**src/rtl/rpg_pkg.sv**
```systemverilog
package rpg_pkg;
    localparam logic [7:0] KEY_HI_SET = 8'hA5;
    localparam logic [7:0] KEY_HI_CLR = 8'h5A;
    localparam logic [7:0] KEY_PP_SET = 8'hA8;
    localparam logic [7:0] KEY_PP_CLR = 8'h8A;
    localparam int         HI_BIT     = 31;
    localparam int         PP_BIT     = 30;
    localparam logic [7:0] DUR_RESET  = 8'hFF;
endpackage

```
**src/rtl/rpg_cfg_reg.sv**
```systemverilog
module rpg_cfg_reg
    import rpg_pkg::*;
#(
    parameter int                ADDR_W = 8,
    parameter int                DUR_W  = 12,
    parameter logic [ADDR_W-1:0] OFFSET = 8'h18
) (
    input  logic              clk,
    input  logic              rst_n,
    input  logic              wr_i,
    input  logic [ADDR_W-1:0] addr_i,
    input  logic [31:0]       wdata_i,
    output logic [31:0]       rdata_o,
    output logic              hi_o,
    output logic              pp_o,
    output logic [DUR_W-1:0]  dur_o
);
    localparam int PAD_W = PP_BIT - DUR_W;

    typedef struct packed {
        logic             hi;
        logic             pp;
        logic [DUR_W-1:0] dur;
    } cfg_t;

    cfg_t cfg_d, cfg_q;
    logic sel;
    logic [7:0] key;

    assign sel = (addr_i == OFFSET);
    assign key = wdata_i[31:24];

    always_comb begin
        cfg_d = cfg_q;
        if (wr_i && sel) begin
            case (key)
                KEY_HI_SET: cfg_d.hi = 1'b1;
                KEY_HI_CLR: cfg_d.hi = 1'b0;
                KEY_PP_SET: cfg_d.pp = 1'b1;
                KEY_PP_CLR: cfg_d.pp = 1'b0;
                default: ;
            endcase
            cfg_d.dur = wdata_i[DUR_W-1:0];
        end
    end

    always_ff @(posedge clk or negedge rst_n) begin
        if (!rst_n) begin
            cfg_q.hi  <= 1'b0;
            cfg_q.pp  <= 1'b0;
            cfg_q.dur <= DUR_W'(DUR_RESET);
        end else begin
            cfg_q <= cfg_d;
        end
    end

    assign rdata_o = sel ? {cfg_q.hi, cfg_q.pp, {PAD_W{1'b0}}, cfg_q.dur} : 32'd0;
    assign hi_o    = cfg_q.hi;
    assign pp_o    = cfg_q.pp;
    assign dur_o   = cfg_q.dur;


    hi_set_chk: assert property (@(posedge clk) disable iff (!rst_n)
        (wr_i && sel && key == KEY_HI_SET) |=> hi_o);

    hi_clr_chk: assert property (@(posedge clk) disable iff (!rst_n)
        (wr_i && sel && key == KEY_HI_CLR) |=> !hi_o);

    pp_set_chk: assert property (@(posedge clk) disable iff (!rst_n)
        (wr_i && sel && key == KEY_PP_SET) |=> pp_o);

    nokey_hold_chk: assert property (@(posedge clk) disable iff (!rst_n)
        (wr_i && sel && key != KEY_HI_SET && key != KEY_HI_CLR &&
         key != KEY_PP_SET && key != KEY_PP_CLR) |=> ($stable(hi_o) && $stable(pp_o)));

    off_addr_chk: assert property (@(posedge clk) disable iff (!rst_n)
        (!(wr_i && sel)) |=> ($stable(hi_o) && $stable(pp_o) && $stable(dur_o)));
endmodule

```
**src/rtl/rpg_pulse_timer.sv**
```systemverilog
module rpg_pulse_timer #(
    parameter int DUR_W = 12
) (
    input  logic             clk,
    input  logic             rst_n,
    input  logic             timeout_i,
    input  logic             en_i,
    input  logic             tick_i,
    input  logic [DUR_W-1:0] dur_i,
    output logic             active_o
);
    typedef struct packed {
        logic             active;
        logic [DUR_W-1:0] cnt;
    } tmr_t;

    tmr_t t_d, t_q;
    logic start;

    assign start = timeout_i && en_i;

    always_comb begin
        t_d = t_q;
        if (start) begin
            t_d.active = 1'b1;
            t_d.cnt    = dur_i;
        end else if (t_q.active && tick_i) begin
            if (t_q.cnt == '0) begin
                t_d.active = 1'b0;
            end else begin
                t_d.cnt = t_q.cnt - 1'b1;
            end
        end
    end

    always_ff @(posedge clk or negedge rst_n) begin
        if (!rst_n) begin
            t_q <= '0;
        end else begin
            t_q <= t_d;
        end
    end

    assign active_o = t_q.active;


    no_spurious_chk: assert property (@(posedge clk) disable iff (!rst_n)
        (!active_o && !(timeout_i && en_i)) |=> !active_o);

    reload_chk: assert property (@(posedge clk) disable iff (!rst_n)
        (timeout_i && en_i) |=> (active_o && t_q.cnt == $past(dur_i)));

    end_chk: assert property (@(posedge clk) disable iff (!rst_n)
        (active_o && tick_i && t_q.cnt == '0 && !timeout_i) |=> !active_o);

    hold_chk: assert property (@(posedge clk) disable iff (!rst_n)
        (active_o && !tick_i) |=> active_o);
endmodule

```
**src/rtl/rpg_pad_drive.sv**
```systemverilog
module rpg_pad_drive (
    input  logic active_i,
    input  logic hi_i,
    input  logic pp_i,
    output logic pin_o,
    output logic pin_oe
);
    always_comb begin
        pin_o  = active_i ? hi_i : ~hi_i;
        pin_oe = pp_i | active_i;
    end
endmodule

```
**src/rtl/wdt_rst_pulse_gen.sv**
```systemverilog
module wdt_rst_pulse_gen #(
    parameter int                ADDR_W = 8,
    parameter int                DUR_W  = 12,
    parameter logic [ADDR_W-1:0] OFFSET = 8'h18
) (
    input  logic              clk,
    input  logic              rst_n,
    input  logic              bus_wr,
    input  logic [ADDR_W-1:0] bus_addr,
    input  logic [31:0]       bus_wdata,
    output logic [31:0]       bus_rdata,
    input  logic              wdt_timeout,
    input  logic              ext_rst_en,
    input  logic              wdt_tick,
    output logic              rst_pin_o,
    output logic              rst_pin_oe
);
    logic             cfg_hi, cfg_pp, active;
    logic [DUR_W-1:0] cfg_dur;

    rpg_cfg_reg #(.ADDR_W(ADDR_W), .DUR_W(DUR_W), .OFFSET(OFFSET)) u_cfg (
        .clk(clk), .rst_n(rst_n), .wr_i(bus_wr), .addr_i(bus_addr),
        .wdata_i(bus_wdata), .rdata_o(bus_rdata),
        .hi_o(cfg_hi), .pp_o(cfg_pp), .dur_o(cfg_dur)
    );

    rpg_pulse_timer #(.DUR_W(DUR_W)) u_tmr (
        .clk(clk), .rst_n(rst_n), .timeout_i(wdt_timeout), .en_i(ext_rst_en),
        .tick_i(wdt_tick), .dur_i(cfg_dur), .active_o(active)
    );

    rpg_pad_drive u_pad (
        .active_i(active), .hi_i(cfg_hi), .pp_i(cfg_pp),
        .pin_o(rst_pin_o), .pin_oe(rst_pin_oe)
    );


    od_release_chk: assert property (@(posedge clk) disable iff (!rst_n)
        (!cfg_pp && !active) |-> !rst_pin_oe);

    pp_drive_chk: assert property (@(posedge clk) disable iff (!rst_n)
        cfg_pp |-> rst_pin_oe);

    level_chk: assert property (@(posedge clk) disable iff (!rst_n)
        active |-> (rst_pin_o == cfg_hi));
endmodule

```
**config.mk**
```make
export PLATFORM = sky130hd
export DESIGN_NAME = wdt_rst_pulse_gen
export DESIGN_NICKNAME = d
export VERILOG_FILES = /design/src/rtl/rpg_pkg.sv /design/src/rtl/rpg_cfg_reg.sv /design/src/rtl/rpg_pulse_timer.sv /design/src/rtl/rpg_pad_drive.sv /design/src/rtl/wdt_rst_pulse_gen.sv
export SDC_FILE = /design/constraint.sdc
export NUM_CORES = 1
export LEC_CHECK = 0
export ABC_CLOCK_PERIOD_IN_PS = 1850
export BUFFER_PORTS_ARGS = -buffer_cell sky130_fd_sc_hd__buf_4
export CAP_MARGIN = 15
export CORE_MARGIN = 8
export CORE_UTILIZATION = 35
export CTS_CLUSTER_SIZE = 30
export DETAILED_ROUTE_END_ITERATION = 7
export GPL_TIMING_DRIVEN = 0
export MAX_ROUTING_LAYER = met4
export PLACE_DENSITY = 0.66
export SLEW_MARGIN = 15
export SYNTH_ARGS = -nofsm -noshare
export SYNTH_HDL_FRONTEND = slang
export SYNTH_SLANG_ARGS = --single-unit
```
**constraint.sdc**
```tcl
create_clock -name clk -period 1.85 [get_ports clk]
set_input_delay 0.0925 -clock clk [delete_from_list [all_inputs] [get_ports clk]]
set_output_delay 0.0925 -clock clk [all_outputs]
set_load 0.005 [all_outputs]
```
==> results.md <==
* Synth Cell Area at roughly 1700 um^2
* Post-Synth Simple-Gate Area at a little over a quarter
* Die width at around 86 um
* Number of global-route vias before repair at roughly 1600
* Main area contributors after synthesis: dfrtp_1, dfstp_2, buf_4
* Global-route usage over all layers at between 10% and 20%
* Worst-Margin Slew at a little over 500 ps
* Unrepaired setup endpoints after global routing: yes
* Slowest Stage Delay on Critical Path at approximately 470 ps
* Yosys top cell by area: dfrtp_1
* Post-synthesis mux area share at under 10%
* CTS tree: built
* Cells on worst reg2reg path at 5
* Place WS at -208 ps
* CP cell instances: nor4_4, o211ai_1, buf_4, or4_4, a31oi_1
* Syn. warnings at 0
* WP data arrival at approximately 2000 ps
* Worst slew margin at between 60 and 70%
* Synthesized flop and latch total at 27
* Area growth syn-to-layout at 42.2%
* First-pass GRT wire length at 7490 um
* Die span in y at ~86 um
* Hold Path Class: input pin to flip-flop
* Endpoint type of the worst setup path: flip-flop
* Worst-path fanout max at 6
* Clock root cell: clkbuf_8
* Htree depth at 1
* Port-buffer cells at slightly below 50
* DR iter-0 viols at 94
* Final Setup Violations at 0
* Clk buf depth at 2
* Number of synthesized flops with an enable pin at 0
* Worst path slowest cell: or4_4
* Critical Path Start Type: flip-flop
* Complex-gate fraction of the synthesized area at a little under an eighth
* Core Region at about 4700 um^2
* Pleak at 1.15 nW
* Final min period at about 1800 ps
* Critical path depth in cells at 5
* Routed via count at roughly 1600
* Wire length per cell at ~15 um
* Most frequent cells in the layout: buf_4, dfrtp_1, conb_1, and2_1, nand2_1
* Peak Freq at around 550 MHz
* VDD IR max at roughly 0.28 mV
* Clock transition at the registers of the reported paths at 100 ps
* Initial antenna violation count at 0
* Share of the synthesized area in the top cell type at between 20% and 30%
* Grt ovf at 0
* Met3 GRT Util at about 2.3%
* Adder-cell share of the synthesized area at between 1 and 1.5%
* Bufs and invs on worst path at 1
* Slew Viols, Final at 0
* CTS Buf Count at 3
* Setup ws final at approximately 24 ps
* Commonest non-fill, non-tap cell in the layout: buf_4
* Seq/Total Area, Yosys at around two fifths
* NumNets Final at approximately 310
* Dominant synthesized flop cell: dfrtp_1
* Syn_area_per_cell at 9.67 um^2
* Largest net degree at the start of global routing at 28
* Global Route met2 Usage at between 20% and 30%
* CP Class: flip-flop to flip-flop
* Initial Util at 36.1%
* Hold depth at 2
* Fin. Hold Viols at 0
* Post-Synthesis Cells at between 150 and 200
* # diodes at 0
* # DRC at 0
* Clock Sinks at 27
* Power per cell area at 769 nW/um^2
* Post-Synth XOR/XNOR Area at under 10%
* Post-synthesis async set-or-reset flop share at 100%
* GRT Max-Usage Layer: met2
* Die area at about 7300 um^2
* Post-route ant nets at 0
* Post-DP HPWL at between 3000 and 4000 um
* Cell Rows at 25
* Status: finished, final reports clean
* Fin util at between 50% and 60%
* CP required at between 2000 and 2500 ps
* Final period utilization at just under 100%
* CP top delay family: simple AND/OR/NAND/NOR gates
* Drt via density at approximately 5.0
* WL final at about 4600 um
* Gpl congestion at about 0.85
* Worst skew pair latency at ~280 ps
* Layout cell share with drive strength beyond 1 at 47.1%
* # Max-Cap Violations at 0
* Met1 Use GR at 14.5%
* Yosys cell types at 41
* DR pass1 iterations at 4
* Largest family of logic cells by synthesized area: simple AND/OR/NAND/NOR gates
* IO Pins at 80
* Skew final at around 9.3 ps
[per-stage QoR]
step	cell area, um^2	power, mW	TNS (ps)	instances	hold slack [ps]
CTS	2330	1.76	0	304	37.5
floorplan	1770	1.16	0	192	-203
global placement	2200	1.33	-639	295	35.4
detailed placement	2200	1.34	-915	295	33.6
finish	2410	1.85	0	311	39.9
global route	2410	1.97	-138	311	42.3
[state kept, by name, summed over array words and instances (netlist names)]
| register | cells |
|---|---|
| u_tmr.t_q | 12 |
| u_cfg.hi_o | 1 |
| u_cfg.dur_o | 12 |
| u_cfg.pp_o | 1 |
| u_tmr.active_o | 1 |
[synth_stat cells, types with 2 or more instances]
master    number
nand3_1        3
dfrtp_1       19
or4b_1         2
nand4_1        2
a221o_1        2
nor2_1        14
or2_2          3
nor3b_1        4
or4_1          3
buf_4         18
or3_1          4
mux2_2        12
ha_1           2
clkbuf_1       3
o31ai_1        4
xnor2_1        3
o21ai_0        4
inv_1          4
dfstp_2        8
nand2_1       14
and3_1         2
nor4_1         2
and2_1        16
a31oi_1       10
[routing by layer]
layer | part of all wire [%] | vias to the layer above | wire length, um
met3 | 4.4 | 5 | 202
met2 | 50 | 51 | 2300
li1 | - | 758 | -
met5 | 0 | - | 0
met4 | 1.4 | 0 | 65
met1 | 44 | 754 | 1990
[kinds of logic after synthesis]
group,count (synthesis)
flops,27
simple gates,75
other cells,1
buf+inv,27
fa+ha+maj,2
compound gates,28
mux,12
xor+xnor,3
[report_power, final]
group / switching (mW) / internal [mW]
Sequential: 0.135 / 0.684
Clock: 0.185 / 0.151
Combinational: 0.317 / 0.379
[final timing paths]
kind / start / endpoint / slack (ps)
hold reg to reg: u_cfg.dur_o[6] / u_tmr.t_q[6] / 530
setup / recovery: u_tmr.t_q[6] / u_tmr.t_q[11] / 20
setup reg to reg: u_tmr.t_q[6] / u_tmr.t_q[11] / 20
hold / removal: bus_wdata[11] / u_cfg.dur_o[11] / 40
max in group asynchronous: rst_n / u_cfg.dur_o[7] / 1270
min in group asynchronous: rst_n / u_tmr.t_q[2] / 270
[timing repair]
item,CTS,global route
hold buffers,2,0
buffers inserted,3,7
endpoints found under the setup margin,16,14
hold endpoints to repair,20,0
pin swaps,2,8
gates resized for setup,6,5
[final cells by class]
cell class / count / area (um^2)
Fill cell: 451 / 2280
Multi-Input combinational cell: 138 / 966
Sequential cell: 27 / 686
Timing Repair Buffer: 61 / 463
Buffer: 23 / 164
Tap cell: 54 / 67.6
Clock buffer: 3 / 41.3
Inverter: 4 / 15.0
Clock inverter: 1 / 5.00
Note: power is estimated with default switching activity, not from simulation.
